**config.mk**
```make
export PLATFORM = sky130hd
export DESIGN_NAME = qspi_word_fetch
export DESIGN_NICKNAME = d
export VERILOG_FILES = /design/src/rtl/qfetch_pkg.sv /design/src/rtl/qfetch_sclk_gen.sv /design/src/rtl/qfetch_shifter.sv /design/src/rtl/qspi_word_fetch.sv
export SDC_FILE = /design/constraint.sdc
export NUM_CORES = 1
export LEC_CHECK = 0
export CORE_MARGIN = 10
export CORE_UTILIZATION = 35
export CTS_CLUSTER_DIAMETER = 50
export CTS_CLUSTER_SIZE = 14
export DETAILED_ROUTE_END_ITERATION = 10
export GPL_TIMING_DRIVEN = 0
export PLACE_DENSITY_LB_ADDON = 0.1
export SYNTH_ARGS = -nofsm -noshare
export SYNTH_HDL_FRONTEND = slang
export SYNTH_SLANG_ARGS = --single-unit
```
**constraint.sdc**
```tcl
create_clock -name clk -period 2.3 [get_ports clk]
set_clock_uncertainty 0.1 [all_clocks]
set_input_delay 0.575 -clock clk [delete_from_list [all_inputs] [get_ports clk]]
set_output_delay 0.575 -clock clk [all_outputs]
set_load 0.005 [all_outputs]
```
**src/rtl/qfetch_pkg.sv**
```systemverilog
package qfetch_pkg;

  typedef enum logic [1:0] {
    QF_IDLE = 2'd0,
    QF_LEAD = 2'd1,
    QF_XFER = 2'd2,
    QF_TAIL = 2'd3
  } qf_state_e;

  function automatic int clocks_for(input int bits, input int lanes);
    return (bits + lanes - 1) / lanes;
  endfunction

endpackage

```
**src/rtl/qfetch_sclk_gen.sv**
```systemverilog
module qfetch_sclk_gen #(
  parameter int HALF = 2
) (
  input  logic clk,
  input  logic rst_n,
  input  logic kick,
  input  logic run,
  input  logic halt,
  output logic sclk,
  output logic rise_now,
  output logic fall_now
);

  localparam int CW = (HALF > 1) ? $clog2(HALF) : 1;

  logic [CW-1:0] hcnt;
  logic          sclk_q;
  logic          at_end;

  assign at_end   = (hcnt == CW'(HALF - 1));
  assign rise_now = kick | (run & ~sclk_q & at_end);
  assign fall_now = run & sclk_q & at_end;
  assign sclk     = sclk_q;

  always_ff @(posedge clk) begin
    if (!rst_n) begin
      hcnt   <= '0;
      sclk_q <= 1'b0;
    end else if (halt) begin
      hcnt   <= '0;
      sclk_q <= 1'b0;
    end else if (kick) begin
      hcnt   <= '0;
      sclk_q <= 1'b1;
    end else if (run) begin
      if (at_end) begin
        hcnt   <= '0;
        sclk_q <= ~sclk_q;
      end else begin
        hcnt <= hcnt + CW'(1);
      end
    end else begin
      hcnt <= '0;
    end
  end

  // the clock holds its level between half-period boundaries
  p_half_hold_r3: assert property (@(posedge clk) disable iff (!rst_n)
    (run && !at_end && !halt) |=> $stable(sclk_q));

endmodule

```
**src/rtl/qfetch_shifter.sv**
```systemverilog
module qfetch_shifter #(
  parameter int OUT_W = 32,
  parameter int IN_W  = 32,
  parameter int LANES = 4
) (
  input  logic             clk,
  input  logic             rst_n,
  input  logic             load,
  input  logic [OUT_W-1:0] load_val,
  input  logic             shift_out,
  input  logic             capture,
  input  logic [LANES-1:0] lanes_in,
  output logic [LANES-1:0] lanes_out,
  output logic [IN_W-1:0]  word_in
);

  logic [OUT_W-1:0] out_reg;
  logic [IN_W-1:0]  in_reg;

  assign lanes_out = out_reg[OUT_W-1 -: LANES];
  assign word_in   = in_reg;

  always_ff @(posedge clk) begin
    if (!rst_n) begin
      out_reg <= '0;
    end else if (load) begin
      out_reg <= load_val;
    end else if (shift_out) begin
      out_reg <= {out_reg[OUT_W-LANES-1:0], {LANES{1'b0}}};
    end
  end

  always_ff @(posedge clk) begin
    if (!rst_n) begin
      in_reg <= '0;
    end else if (capture) begin
      in_reg <= {in_reg[IN_W-LANES-1:0], lanes_in};
    end
  end

endmodule

```
**src/rtl/qspi_word_fetch.sv**
```systemverilog
module qspi_word_fetch
  import qfetch_pkg::*;
#(
  parameter logic [7:0] CMD       = 8'hEB,
  parameter int         ADDR_W    = 24,
  parameter int         DATA_W    = 32,
  parameter int         WAIT_CLKS = 6,
  parameter int         DIV_HALF  = 2,
  parameter int         LANES     = 4
) (
  input  logic              clk,
  input  logic              rst_n,
  input  logic              req_valid,
  output logic              req_ready,
  input  logic [ADDR_W-1:0] req_addr,
  output logic              rsp_valid,
  output logic [DATA_W-1:0] rsp_data,
  output logic              busy,
  output logic              qspi_cs_n,
  output logic              qspi_sclk,
  output logic [LANES-1:0]  qspi_io_out,
  output logic              qspi_io_oe,
  input  logic [LANES-1:0]  qspi_io_in
);

  localparam int CMD_CLKS   = clocks_for(8, LANES);
  localparam int ADDR_CLKS  = clocks_for(ADDR_W, LANES);
  localparam int DATA_CLKS  = clocks_for(DATA_W, LANES);
  localparam int DRIVE_CLKS = CMD_CLKS + ADDR_CLKS;
  localparam int CAP_FIRST  = DRIVE_CLKS + WAIT_CLKS;
  localparam int TOTAL_CLKS = CAP_FIRST + DATA_CLKS;
  localparam int IW         = $clog2(TOTAL_CLKS + 1);
  localparam int OUT_W      = 8 + ADDR_W;

  qf_state_e   state;
  logic [IW-1:0] clk_idx;
  logic        cs_n_q;
  logic        oe_q;
  logic        accept;
  logic        kick, run, halt;
  logic        rise_now, fall_now;
  logic        cap_en, last_cap;
  logic [DATA_W-1:0] cap_word;

  assign busy      = (state != QF_IDLE);
  assign req_ready = ~busy;
  assign accept    = req_valid & req_ready;
  assign kick      = (state == QF_LEAD);
  assign run       = (state == QF_XFER);
  assign halt      = (state == QF_TAIL);
  assign cap_en    = run & rise_now & (clk_idx >= IW'(CAP_FIRST));
  assign last_cap  = cap_en & (clk_idx == IW'(TOTAL_CLKS - 1));
  assign qspi_cs_n  = cs_n_q;
  assign qspi_io_oe = oe_q;

  qfetch_sclk_gen #(.HALF(DIV_HALF)) u_sclk (
    .clk      (clk),
    .rst_n    (rst_n),
    .kick     (kick),
    .run      (run),
    .halt     (halt),
    .sclk     (qspi_sclk),
    .rise_now (rise_now),
    .fall_now (fall_now)
  );

  qfetch_shifter #(.OUT_W(OUT_W), .IN_W(DATA_W), .LANES(LANES)) u_shift (
    .clk       (clk),
    .rst_n     (rst_n),
    .load      (accept),
    .load_val  ({CMD, req_addr}),
    .shift_out (fall_now),
    .capture   (cap_en),
    .lanes_in  (qspi_io_in),
    .lanes_out (qspi_io_out),
    .word_in   (cap_word)
  );

  always_ff @(posedge clk) begin
    if (!rst_n) begin
      state     <= QF_IDLE;
      cs_n_q    <= 1'b1;
      oe_q      <= 1'b0;
      clk_idx   <= '0;
      rsp_valid <= 1'b0;
      rsp_data  <= '0;
    end else begin
      rsp_valid <= 1'b0;
      unique case (state)
        QF_IDLE: begin
          if (accept) begin
            state   <= QF_LEAD;
            cs_n_q  <= 1'b0;
            oe_q    <= 1'b1;
            clk_idx <= '0;
          end
        end
        QF_LEAD: begin
          state   <= QF_XFER;
          clk_idx <= '0;
        end
        QF_XFER: begin
          if (fall_now) begin
            clk_idx <= clk_idx + IW'(1);
            if (clk_idx == IW'(DRIVE_CLKS - 1)) oe_q <= 1'b0;
          end
          if (last_cap) state <= QF_TAIL;
        end
        QF_TAIL: begin
          cs_n_q    <= 1'b1;
          oe_q      <= 1'b0;
          rsp_valid <= 1'b1;
          rsp_data  <= cap_word;
          state     <= QF_IDLE;
        end
        default: state <= QF_IDLE;
      endcase
    end
  end

  // the frame counter never passes the last serial clock
  p_frame_len_r2: assert property (@(posedge clk) disable iff (!rst_n)
    (state == QF_XFER) |-> (clk_idx < IW'(TOTAL_CLKS)));

  // lanes are driven only during command and address clocks
  p_lines_released_r4: assert property (@(posedge clk) disable iff (!rst_n)
    (qspi_io_oe && state == QF_XFER) |-> (clk_idx < IW'(DRIVE_CLKS)));

  // select leads the first serial edge by one system clock
  p_cs_lead_r5: assert property (@(posedge clk) disable iff (!rst_n)
    $fell(qspi_cs_n) |=> $rose(qspi_sclk));

  // driven data moves only with a falling serial edge
  p_edge_align_r7: assert property (@(posedge clk) disable iff (!rst_n)
    (!qspi_cs_n && !$past(qspi_cs_n) && !$stable(qspi_io_out)) |-> $fell(qspi_sclk));

  // busy begins together with the select falling
  p_busy_start_r8: assert property (@(posedge clk) disable iff (!rst_n)
    $rose(busy) |-> $fell(qspi_cs_n));

  // the response pulse is a single cycle
  p_done_single_r9: assert property (@(posedge clk) disable iff (!rst_n)
    rsp_valid |=> !rsp_valid);

  // the returned word holds between responses
  p_data_hold_r9: assert property (@(posedge clk) disable iff (!rst_n)
    !rsp_valid |-> $stable(rsp_data));

endmodule

```
# After elaboration in Yosys (flattened, before gate mapping)
# Index checks and enable logic that the tools add are counted.
dict set report classes {
  n_addsub 2
  n_reduce_logical 16
  eq_ne 9
  magnitude_cmp 1
  muxes 18
  n_bitwise 13
}
# op count
set ops {}
lappend ops {{32-bit two-way mux} 2}
lappend ops {{5-bit case mux with 3 select lines} 1}
lappend ops {{5-bit two-way mux} 2}
lappend ops {{2-bit nonzero test} 5}
lappend ops {{1-bit AND} 8}
lappend ops {{1-bit two-way mux} 8}
lappend ops {{2-bit case mux with 4 select lines} 1}
lappend ops {{2-bit by 1-bit inequality test with 1-bit output, second input constant} 3}
lappend ops {{2-bit AND reduction} 3}
lappend ops {{3-bit nonzero test} 2}
lappend ops {{5-bit by 1-bit adder with 5-bit output, second input constant} 1}
lappend ops {{5-bit by 3-bit == test with 1-bit output, second input constant} 1}
lappend ops {{5-bit == test, second input constant} 1}
lappend ops {{5-bit by 4-bit >= comparator with 1-bit output, second input constant} 1}
lappend ops {{5-bit OR reduction} 1}
lappend ops {{2-bit == test, second input constant} 2}
lappend ops {{2-bit two-way mux} 2}
lappend ops {{1-bit NOT} 4}
lappend ops {{4-bit AND reduction} 1}
lappend ops {{2-bit OR reduction} 2}
lappend ops {{1-bit case mux with 3 select lines} 1}
lappend ops {{3-bit AND reduction} 1}
lappend ops {{2-bit by 1-bit == test with 1-bit output, second input constant} 1}
lappend ops {{2-bit logical NOT} 1}
lappend ops {{other kinds (4)} 4}
dict set report totals {
  regBits 108
  output_inout_bits 42
  word_cells 70
}

# Logic depth before layout (Yosys ltp)
# Gate-level depths: netlist of run 1.
dict set report logic_depth {
  depth_word 9
  mapped_depth 8
}

# Hierarchy
# Synthesis of run 1 repeated with hierarchy kept, for this count alone.
dict set report unflattened {
  cells_unflattened 430
  hier_area_um2 4812.1
}
# mod seq_area_each_um2 n_inst cells_each area_each_um2
set modules_own_cells {}
lappend modules_own_cells {qfetch_shifter 1281.2 1 249 2931.6}
lappend modules_own_cells {qspi_word_fetch 840.8 1 171 1774.2}
lappend modules_own_cells {qfetch_sclk_gen 40.0 1 10 106.4}

# Worst setup path after synthesis of run 1
# No wires, ideal clock.
dict set report synth_path {
  path_kind {register to register}
  from {reg state[0]}
  to {reg oe_q (netlist: qspi_io_oe)}
  setup_time_ps 132
  stages_incl_launch_ff 9
  arrival_time_ps 1638
  n_path_buf 3
  period_less_slack_ps 1869
  required_ps 2068
  path_slack_ps 431
  cell_sequence {dfxtp_1 inv_1 ha_1 buf_2 nor2b_1 buf_2 buf_2 a2111oi_0 o21ai_0}
}
dict set report synth_between {
  elab_chain_len 5
  word_cells_on_any_way 14
  cone_classes {5 x eq/ne; 1 x mux; 4 x bitwise; 4 x reduce/logical}
}
# element line_no
set synth_rtl {}
lappend synth_rtl {{start: declaration} qspi_word_fetch.sv:35} ;# qf_state_e state;
lappend synth_rtl {{start signal: assignment} qspi_word_fetch.sv:81} ;# state <= QF_IDLE;
lappend synth_rtl {{start signal: assignment} qspi_word_fetch.sv:92} ;# state <= QF_LEAD;
lappend synth_rtl {{start signal: assignment} qspi_word_fetch.sv:99} ;# state <= QF_XFER;
lappend synth_rtl {{2-bit nonzero test} qspi_word_fetch.sv:45} ;# assign busy = (state != QF_IDLE);
lappend synth_rtl {{1-bit NOT} qspi_word_fetch.sv:46} ;# assign req_ready = ~busy;
lappend synth_rtl {{named net req_ready} qspi_word_fetch.sv:14} ;# output logic req_ready,
lappend synth_rtl {{1-bit AND} qspi_word_fetch.sv:47} ;# assign accept = req_valid & req_ready;
lappend synth_rtl {{2-bit inequality test (no source line)} -}
lappend synth_rtl {{4-bit AND reduction (no source line)} -}
lappend synth_rtl {{end signal: assignment} qspi_word_fetch.sv:83} ;# oe_q <= 1'b0;
lappend synth_rtl {{end signal: assignment} qspi_word_fetch.sv:94} ;# oe_q <= 1'b1;
lappend synth_rtl {{end signal: assignment} qspi_word_fetch.sv:105} ;# if (clk_idx == IW'(DRIVE_CLKS - 1)) oe_q <= 1'b0;
lappend synth_rtl {{end: declaration} qspi_word_fetch.sv:38} ;# logic oe_q;
# The timed path passes the listed nets, and every way through them passes these cells.
# A chain may end at the register's enable or synchronous reset.

==> results of run 1 <==
[power breakdown]
group          internal, W  switching (W)  leakage (nW)
sequential         0.00204       0.000110         0.879
combinational     0.000438       0.000529          1.34
clock             0.000806       0.000727         0.140
[cell type report]
| type | instances | area (um2) | area share |
|---|---|---|---|
| flip-flops and latches | 108 | 2170 | 0.380 |
| multi-input cells | 280 | 2030 | 0.357 |
| well taps | 172 | 215 | 0.0378 |
| clock buffers | 11 | 253 | 0.0443 |
| clock inverters | 5 | 43.8 | 0.00768 |
| repair buffers | 72 | 719 | 0.126 |
| inverters | 10 | 37.5 | 0.00658 |
| plain buffers | 38 | 230 | 0.0404 |
[worst min-delay path by stage]
stage                           to  slack (ns)
6_report       u_shift.word_in[30]        0.36
3_3_place_gp   u_shift.word_in[31]        0.35
4_1_cts        u_shift.word_in[30]        0.37
5_1_grt        u_shift.word_in[29]        0.39
3_5_place_dp   u_shift.word_in[30]        0.36
2_1_floorplan  u_shift.word_in[28]        0.34
[cell usage in the layout (no fill, tap or decap), types with 2 or more instances in the layout]
master	netlist	layout
nand3_1	12	12
nor2b_1	34	34
a21oi_1	23	23
clkinvlp_4	0	2
o21ai_0	24	24
buf_4	5	5
mux2i_1	96	96
clkbuf_1	20	19
nand2b_1	2	2
clkdlybuf4s50_1	0	71
ha_1	8	8
clkbuf_16	0	9
buf_2	9	9
or4_1	2	2
clkbuf_8	0	2
o31ai_1	2	2
buf_12	3	3
nor2_1	3	3
o211ai_1	7	7
a21boi_0	10	10
nor4_1	3	3
dfxtp_1	108	106
nand2_1	41	41
clkinv_4	0	2
inv_1	10	10
[cells by family after synthesis]
family | count (synthesis) | share of synthesized area
AND/OR/NAND/NOR | 104 | 0.121
AO/OA/AOI/OAI | 72 | 0.0967
adder cells (fa/ha/maj) | 8 | 0.0224
buffers and inverters | 48 | 0.0597
flip-flops | 108 | 0.485
multiplexers | 96 | 0.215
[timing repair]
item                                    4_1_cts  5_1_grt
endpoints found under the hold margin         0        0
cloned                                        0        0
resized for setup                             4        3
pin swaps                                     0        0
endpoints found under the setup margin        1        4
[critical path, cell delays in order]
cell	delay, ns
clkdlybuf4s50_1	0.61
buf_2	0.31
clkbuf_1	0.50
o21ai_0	0.24
a21oi_1	0.16
[per-stage QoR]
step           setup WS [ns]   util
2_1_floorplan          0.431      -
3_3_place_gp          -0.231  0.429
3_5_place_dp          -0.247  0.429
4_1_cts               0.0932  0.453
5_1_grt              0.00140  0.454
6_report              0.0768  0.454
[routing by layer]
metal / routed length [um] / vias up / track usage
li1: - / 1672 / -
met1: 4890 / 1534 / 0.148
met2: 5020 / 60 / 0.201
met3: 636 / 9 / 0.0488
met4: 99 / 0 / 0.0330
met5: 0 / - / 0
==> metrics, run 1 <==
H-tree lvl count 3; Leak 2.36 nW; slew at the pin closest to its max-slew limit 0.656 ns; most common cell in the synthesized netlist dfxtp_1; FF-to-FF End qspi_io_oe; CTS root buf clkbuf_16; Fmax 450 MHz; mean post-synth cell area 10.2 um2; post-layout power 0.00465 W; Clock transition at path regs 0.07 ns; worst min-delay path class register to register; worst hold slack 0.363 ns; Max Cap Violations 0; Longest Clk Path Bufs 2; Die Wd 133 um; top cell type's share of synthesized area 0.485; Post-synth ARST share 0; RD Place Congestion 0.787; port bufs 72; DR iter-0 viols 185; ANT nets after route 0; Max IR drop VDD 0.000439 V; Post-synth top cells 108 x dfxtp_1, 96 x mux2i_1, 41 x nand2_1, 34 x nor2b_1, 24 x o21ai_0; Fin Setup TNS 0 ns; ratio of cells with drive above 1 in the final layout 0.0725; Setup CP Type input pin to register; critical path arrival 2.41 ns; final max-slew violation count 0; Synth area leader dfxtp_1; CP endpoint kind register; Setup crit start kind input pin; Cell variety after synth 34; Worst setup startpoint rst_n; crit-path max FO 10; Mapped Area 0.00446 mm2; minimum clock period after layout 2.22 ns; Seq/Total Area, Yosys 0.485; Pwr Density 816 mW/mm2; Post-Synthesis Cells 436; critical path capture point clk_idx[1]; Cell Count Post-Placement 680; # diodes 0; Non-Filler Instances 696; I/O pin cnt 73; GRT Residual Overflow 0; core area 0.0126 mm2; flops & latches, synth 108; prevailing post-synth register cell dfxtp_1; Max-Slew Margin vs Limit 0.562; Initial Utilization 0.355; first-pass iteration count of the detailed router 4; first-pass GRT wire length 17600 um; TritonCTS Sinks 108; dpl hpwl 7700 um; cell depth of the worst hold path 2; full die area 0.0177 mm2; Synthesized Nets 475; top cells by area, synth dfxtp_1 48%, mux2i_1 22%, nor2b_1 4.8%, nand2_1 3.4%, o21ai_0 2.7%; FF-to-FF path depth 8; CTS tree yes; Design Area, Final 0.00570 mm2; total track usage 0.124; Rows 41; largest net degree at the start of global routing 19; fill count 1242; period utilization 0.967; Placed Area 0.00540 mm2; status completed; Final Hold Viols 0; RSZ-0062 raised after global routing no; hold_sp u_shift.word_in[30]; antenna violations before repair 0; Area Growth Syn to Fin 27.8%; # DRC 0; Post-synth EDFFs 0; # nets final 558; clock buffer count from CTS 9; clk_lat worst skew 0.35 ns; FF-to-FF setup slack 0.21 ns; chip height 133 um; r2r startpoint state[0]; Critical Path RT 2.48 ns; routed len/inst 15.3 um; vias 3275; vias in the first global route 3371; final setup fails 0; via density per instance 4.71; Synth warnings 0; WL final 10600 um; post-CTS setup buffers 0; hold buffer count at CTS 0
Note: power is estimated with default switching activity, not from simulation.
==> run 2, diff against run 1 <==
--- a/config.mk
+++ b/config.mk
@@ -8,10 +8,12 @@
 export CORE_MARGIN = 10
 export CORE_UTILIZATION = 35
 export CTS_CLUSTER_DIAMETER = 50
-export CTS_CLUSTER_SIZE = 14
+export CTS_CLUSTER_SIZE = 28
 export DETAILED_ROUTE_END_ITERATION = 10
+export DONT_BUFFER_PORTS = 1
 export GPL_TIMING_DRIVEN = 0
 export PLACE_DENSITY_LB_ADDON = 0.1
+export SLEW_MARGIN = 20
 export SYNTH_ARGS = -nofsm -noshare
 export SYNTH_HDL_FRONTEND = slang
 export SYNTH_SLANG_ARGS = --single-unit
==> run 2 against run 1 <==
Non-clock buffer count shrank 72. Core utilization is 5.8 points lower. First-iteration DRC count down 32%. Fmax up 4.9%. Largest cell class unchanged. Via count down 6.6%. Worst hold slack got worse by 0.11 ns. Largest power group unchanged. Total power fell by 2.8%. Die area is the same. Sequential share of layout area is 5.4 points higher. Sequential power is essentially flat. Clock power barely moved.
==> metrics, run 2 (synthesis gave the netlist of run 1 again) <==
status completed; port bufs 0 (-100%); dpl hpwl 7570 um (-1.8%); full die area 0.0177 mm2 (unchanged); CP Cell Sequence inv_1, ha_1, buf_2, nor2b_1, buf_2, buf_2, a2111oi_2, o21ai_0; FF-to-FF End qspi_io_oe; ANT nets after route 0 (unchanged); family with the most delay on the worst path buffers and inverters; Worst setup startpoint state[0]; Fin Setup TNS 0 ns (unchanged); antenna violations before repair 0 (unchanged); Setup CP Type register to register; slowest stage delay, CP 0.43 ns (-0.18 ns); final setup fails 0 (unchanged); TritonCTS Sinks 108 (unchanged); vias in the first global route 3067 (-9.0%); cell repeated most along the worst path buf_2; Longest Clk Path Bufs 2 (unchanged); Area Growth Syn to Fin 11.5%; commonest non-fill, non-tap cells in the layout 108 x dfxtp_1, 96 x mux2i_1, 41 x nand2_1; Die Wd 133 um (unchanged); I/O pin cnt 73 (unchanged); # diodes 0 (unchanged); chip height 133 um (unchanged); Design Area, Final 0.00497 mm2 (-13%); CTS root buf clkbuf_16; ratio of cells with drive above 1 in the final layout 0.0774 (+0.00491); period utilization 0.922 (-0.0447); vias 3059 (-6.6%); RSZ-0062 raised after global routing no; Critical Path RT 2.42 ns (-0.06 ns); CP Buf/Inv Count 4 (+1); r2r startpoint state[0]; first-pass iteration count of the detailed router 4 (unchanged); Pwr Density 908 mW/mm2 (+11%); Leak 2.09 nW (-11%); total track usage 0.121 (-0.00275); crit-path max FO 10 (unchanged); Initial Utilization 0.355 (unchanged); CP endpoint kind register; critical path arrival 2.24 ns (-0.17 ns); CTS tree yes; final setup margin 0.180 ns (+0.103 ns); final max-slew violation count 0 (unchanged); hold buffer count at CTS 0 (unchanged); Max-Slew Margin vs Limit 0.552 (-0.0106); GRT Residual Overflow 0 (unchanged); # nets final 486 (-13%); Final Hold Viols 0 (unchanged); via density per instance 4.90 (+4.2%); first-pass GRT wire length 16900 um (-4.4%); clk_lat worst skew 0.35 ns (about the same); critical path capture point qspi_io_oe; core area 0.0126 mm2 (unchanged); worst hold slack 0.254 ns (-0.110 ns); # DRC 0 (unchanged); Placed Area 0.00468 mm2 (-13%); Max Cap Violations 0 (unchanged); dpl ws 0.0112 ns (+0.259 ns); RD Place Congestion 0.790 (+0.41%); Clock transition at path regs 0.07 ns (about the same); most common cell after layout, fill and taps aside dfxtp_1; worst min-delay path class input pin to register; FF-to-FF path depth 8 (unchanged); Max IR drop VDD 0.000322 V (-27%); cell depth of the worst setup path 8 (+3); largest net degree at the start of global routing 18 (-1); WL final 10400 um (-2.4%); FF-to-FF setup slack 0.18 ns (-0.03 ns); Fmax 472 MHz (+4.9%); Rows 41 (unchanged); slowest stage cell on the critical path dfxtp_1; slew at the pin closest to its max-slew limit 0.671 ns (+0.0145 ns); minimum clock period after layout 2.12 ns (-0.103 ns); Setup crit start kind register; clock buffer count from CTS 9 (unchanged); routed len/inst 16.6 um (+8.8%); DR iter-0 viols 125 (-32%); H-tree lvl count 3 (unchanged)
-- run 2: cell types whose count changed in the layout (fill, tap and decap cells not counted), sizes merged --
cell | previous run | this run
dlygate4sd2 | 1 | 0
clkdlybuf4s50 | 71 | 0
clkbuf | 31 | 30
bufinv | 0 | 1
clkinv | 2 | 4
clkinvlp | 2 | 0
-- run 2: what timing repair did --
action,in CTS,in global routing
setup buffers,0,0
gates resized for setup,1,1
endpoints found under the setup margin,1,1
pin swaps,0,0
-- run 2: area by class of cell --
| type | count | area (um2) |
|---|---|---|
| Tap cell | 172 | 215 |
| Sequential cell | 108 | 2160 |
| Inverter | 10 | 37.5 |
| Buffer | 38 | 229 |
| Clock inverter | 6 | 62.6 |
| Clock buffer | 10 | 229 |
| Multi-Input combinational cell | 280 | 2040 |
| Fill cell | 1278 | 7590 |
-- run 2: routing by layer --
metal	global-route usage	wire, um	up-vias
li1	-	-	1541
met1	0.146	4630	1432
met2	0.184	4770	68
met3	0.0484	780	18
met4	0.0556	210	0
met5	0	0	-
-- run 2: how the worst min path moves through the flow --
stage                   startpoint                   to  slack [ns]  cells after the start
4_1_cts              qspi_io_in[2]   u_shift.word_in[2]        0.24                      2
3_3_place_gp   u_shift.word_in[31]  u_shift.word_in[31]        0.35                      2
2_1_floorplan  u_shift.word_in[28]  u_shift.word_in[28]        0.34                      2
3_5_place_dp   u_shift.word_in[31]  u_shift.word_in[31]        0.36                      2
5_1_grt              qspi_io_in[2]   u_shift.word_in[2]        0.25                      2
6_report             qspi_io_in[2]   u_shift.word_in[2]        0.25                      2
-- run 2: where the power goes --
part / internal [W] / switching (W)
sequential: 0.00203 / 0.000113
combinational: 0.000323 / 0.000500
clock: 0.000846 / 0.000703
total: 0.00320 / 0.00132
-- run 2: through the flow --
step	power, W	std cells	utilization
finish	0.00452	624	0.396
global placement	0.00300	608	0.372
CTS	0.00458	624	0.395
floorplan	0.00279	436	-
detailed placement	0.00302	608	0.372
global route	0.00478	624	0.396
==> run 3, diff against run 2 <==
--- a/config.mk
+++ b/config.mk
@@ -5,14 +5,15 @@
 export SDC_FILE = /design/constraint.sdc
 export NUM_CORES = 1
 export LEC_CHECK = 0
+export CORE_ASPECT_RATIO = 2
 export CORE_MARGIN = 10
 export CORE_UTILIZATION = 35
 export CTS_CLUSTER_DIAMETER = 50
-export CTS_CLUSTER_SIZE = 28
 export DETAILED_ROUTE_END_ITERATION = 10
 export DONT_BUFFER_PORTS = 1
 export GPL_TIMING_DRIVEN = 0
 export PLACE_DENSITY_LB_ADDON = 0.1
+export RECOVER_POWER = 25
 export SLEW_MARGIN = 20
 export SYNTH_ARGS = -nofsm -noshare
 export SYNTH_HDL_FRONTEND = slang
==> run 3 against run 2 <==
Core utilization up 0.073 points. First-iteration DRC count down 34%. Clock power up 8%. Sequential share of layout area about the same. Register-to-register slack better by 0.02 ns. Cell count down 3.5%. Die area up 1.6%. Fmax up 0.79%. Largest cell class unchanged. Largest power group unchanged.
==> metrics, run 3 (synthesis gave the netlist of run 1 again) <==
register cell area after layout 0.00216 mm2 (unchanged); Setup CP Type register to register; Final Core Density 0.397 (+0.000733); clock buffer count from CTS 9 (unchanged); Max-Slew Margin vs Limit 0.546 (-0.00593); hold buffer count at CTS 0 (unchanged); ratio of cells with drive above 1 in the final layout 0.0774 (unchanged); # nets final 486 (unchanged); Die Wd 99.8 um (-25%); Initial Utilization 0.355 (+0.000389); CTS tree yes; hold_sp qspi_io_in[1]; WL final 11100 um (+7.0%); chip height 180 um (+35%); final setup fails 0 (unchanged); antenna violations before repair 0 (unchanged); critical path arrival 2.23 ns (about the same); FF-to-FF setup slack 0.20 ns (+0.02 ns); routed len/inst 18.5 um (+11%); H-tree lvl count 3 (unchanged); commonest non-fill, non-tap cells in the layout 108 x dfxtp_1, 96 x mux2i_1, 41 x nand2_1; Max Cap Violations 0 (unchanged); vias in the first global route 3130 (+2.1%); GRT Residual Overflow 0 (unchanged); Placed Area 0.00465 mm2 (-0.59%); first-pass GRT wire length 17400 um (+2.9%); worst min-delay path class input pin to register; fill count 1311 (+2.6%); largest net degree at the start of global routing 22 (+4); Pwr Density 934 mW/mm2 (+2.8%); I/O pin cnt 73 (unchanged); CTS root buf clkbuf_16; status completed; Max IR drop VDD 0.000595 V (+85%); dpl hpwl 8600 um (+14%); port bufs 0 (unchanged); period utilization 0.915 (-0.00725); CP Buf/Inv Count 4 (unchanged); crit-path max FO 10 (unchanged); slowest stage cell on the critical path dfxtp_1; slew at the pin closest to its max-slew limit 0.681 ns (+0.0103 ns); CP endpoint kind register; cell depth of the worst hold path 2 (unchanged); final max-slew violation count 0 (unchanged); Area Growth Syn to Fin 11.6% (about the same); cell repeated most along the worst path buf_2; core area 0.0126 mm2 (-0.11%); clk_lat worst skew 0.35 ns (about the same); Fmax 475 MHz (+0.79%); # diodes 0 (unchanged); Leak 2.11 nW (+0.50%); first-pass iteration count of the detailed router 4 (unchanged); Hold EP u_shift.word_in[1]; FF-to-FF End qspi_io_oe; Rows 58 (+41%); total track usage 0.123 (+0.00234); via density per instance 5.06 (+3.2%); full die area 0.0179 mm2 (+1.6%); CP Cell Sequence inv_1, ha_1, buf_2, nor2b_1, buf_2, buf_2, a2111oi_1, o21ai_0; Final Hold Viols 0 (unchanged); Design Area, Final 0.00498 mm2 (about the same); DR iter-0 viols 83 (-34%); post-layout power 0.00465 W (+2.9%); minimum clock period after layout 2.10 ns (-0.0167 ns); ANT nets after route 0 (unchanged); Clock transition at path regs 0.08 ns (about the same); family with the most delay on the worst path buffers and inverters; r2r startpoint state[0]; # DRC 0 (unchanged); RD Place Congestion 0.789 (-0.15%); slowest stage delay, CP 0.41 ns (-0.02 ns); Longest Clk Path Bufs 2 (unchanged); Setup crit start kind register; vias 3047 (-0.39%); multi-input combinational cell area 0.00203 mm2 (-0.25%); Critical Path RT 2.42 ns (about the same); TritonCTS Sinks 108 (unchanged); FF-to-FF path depth 8 (unchanged); RSZ-0062 raised after global routing no; most common cell after layout, fill and taps aside dfxtp_1; Fin Setup TNS 0 ns (unchanged)
run 3: area by class of cell:
class                   count  share of cell area
well taps                 150              0.0377
multi-input cells         280               0.409
clock buffers               9              0.0452
flip-flops and latches    108               0.434
clock inverters             7              0.0206
plain buffers              38              0.0460
inverters                  10             0.00754
run 3: timing repair:
item / CTS / global route
buffers inserted: 0 / 0
endpoints found under the setup margin: 0 / 1
resized for setup: 0 / 1
run 3: worst max path at each step:
stage                     startpoint         end  slack [ns]  cells past startpoint
after global placement      state[0]  qspi_io_oe        0.16                      8
final                       state[0]  qspi_io_oe        0.20                      8
after detailed placement    state[0]  qspi_io_oe        0.15                      8
after global routing        state[0]  qspi_io_oe        0.03                      8
after CTS                   state[0]  qspi_io_oe        0.15                      8
after floorplan             state[0]  qspi_io_oe        0.43                      8
run 3: per-stage QoR:
stage | worst slack (ns) | instances | hold WS [ns]
floorplan | 0.431 | 436 | 0.338
global route | 0.0304 | 602 | 0.272
detailed placement | 0.154 | 586 | 0.369
finish | 0.196 | 602 | 0.254
CTS | 0.146 | 602 | 0.243
global placement | 0.158 | 586 | 0.358
run 3: per-layer routing:
metal	routed length (um)	GRT usage	share of wire	up-vias
met1	4070	0.118	0.37	1443
li1	-	-	-	1532
met5	0	0	0	-
met3	647	0.0334	0.058	15
met4	238	0.0588	0.021	0
met2	6160	0.229	0.55	57
run 3: where the power goes:
part	switching (W)	internal (W)	total, W
Combinational	0.000504	0.000318	0.000821
Clock	0.000781	0.000886	0.00167
Sequential	0.000129	0.00203	0.00216
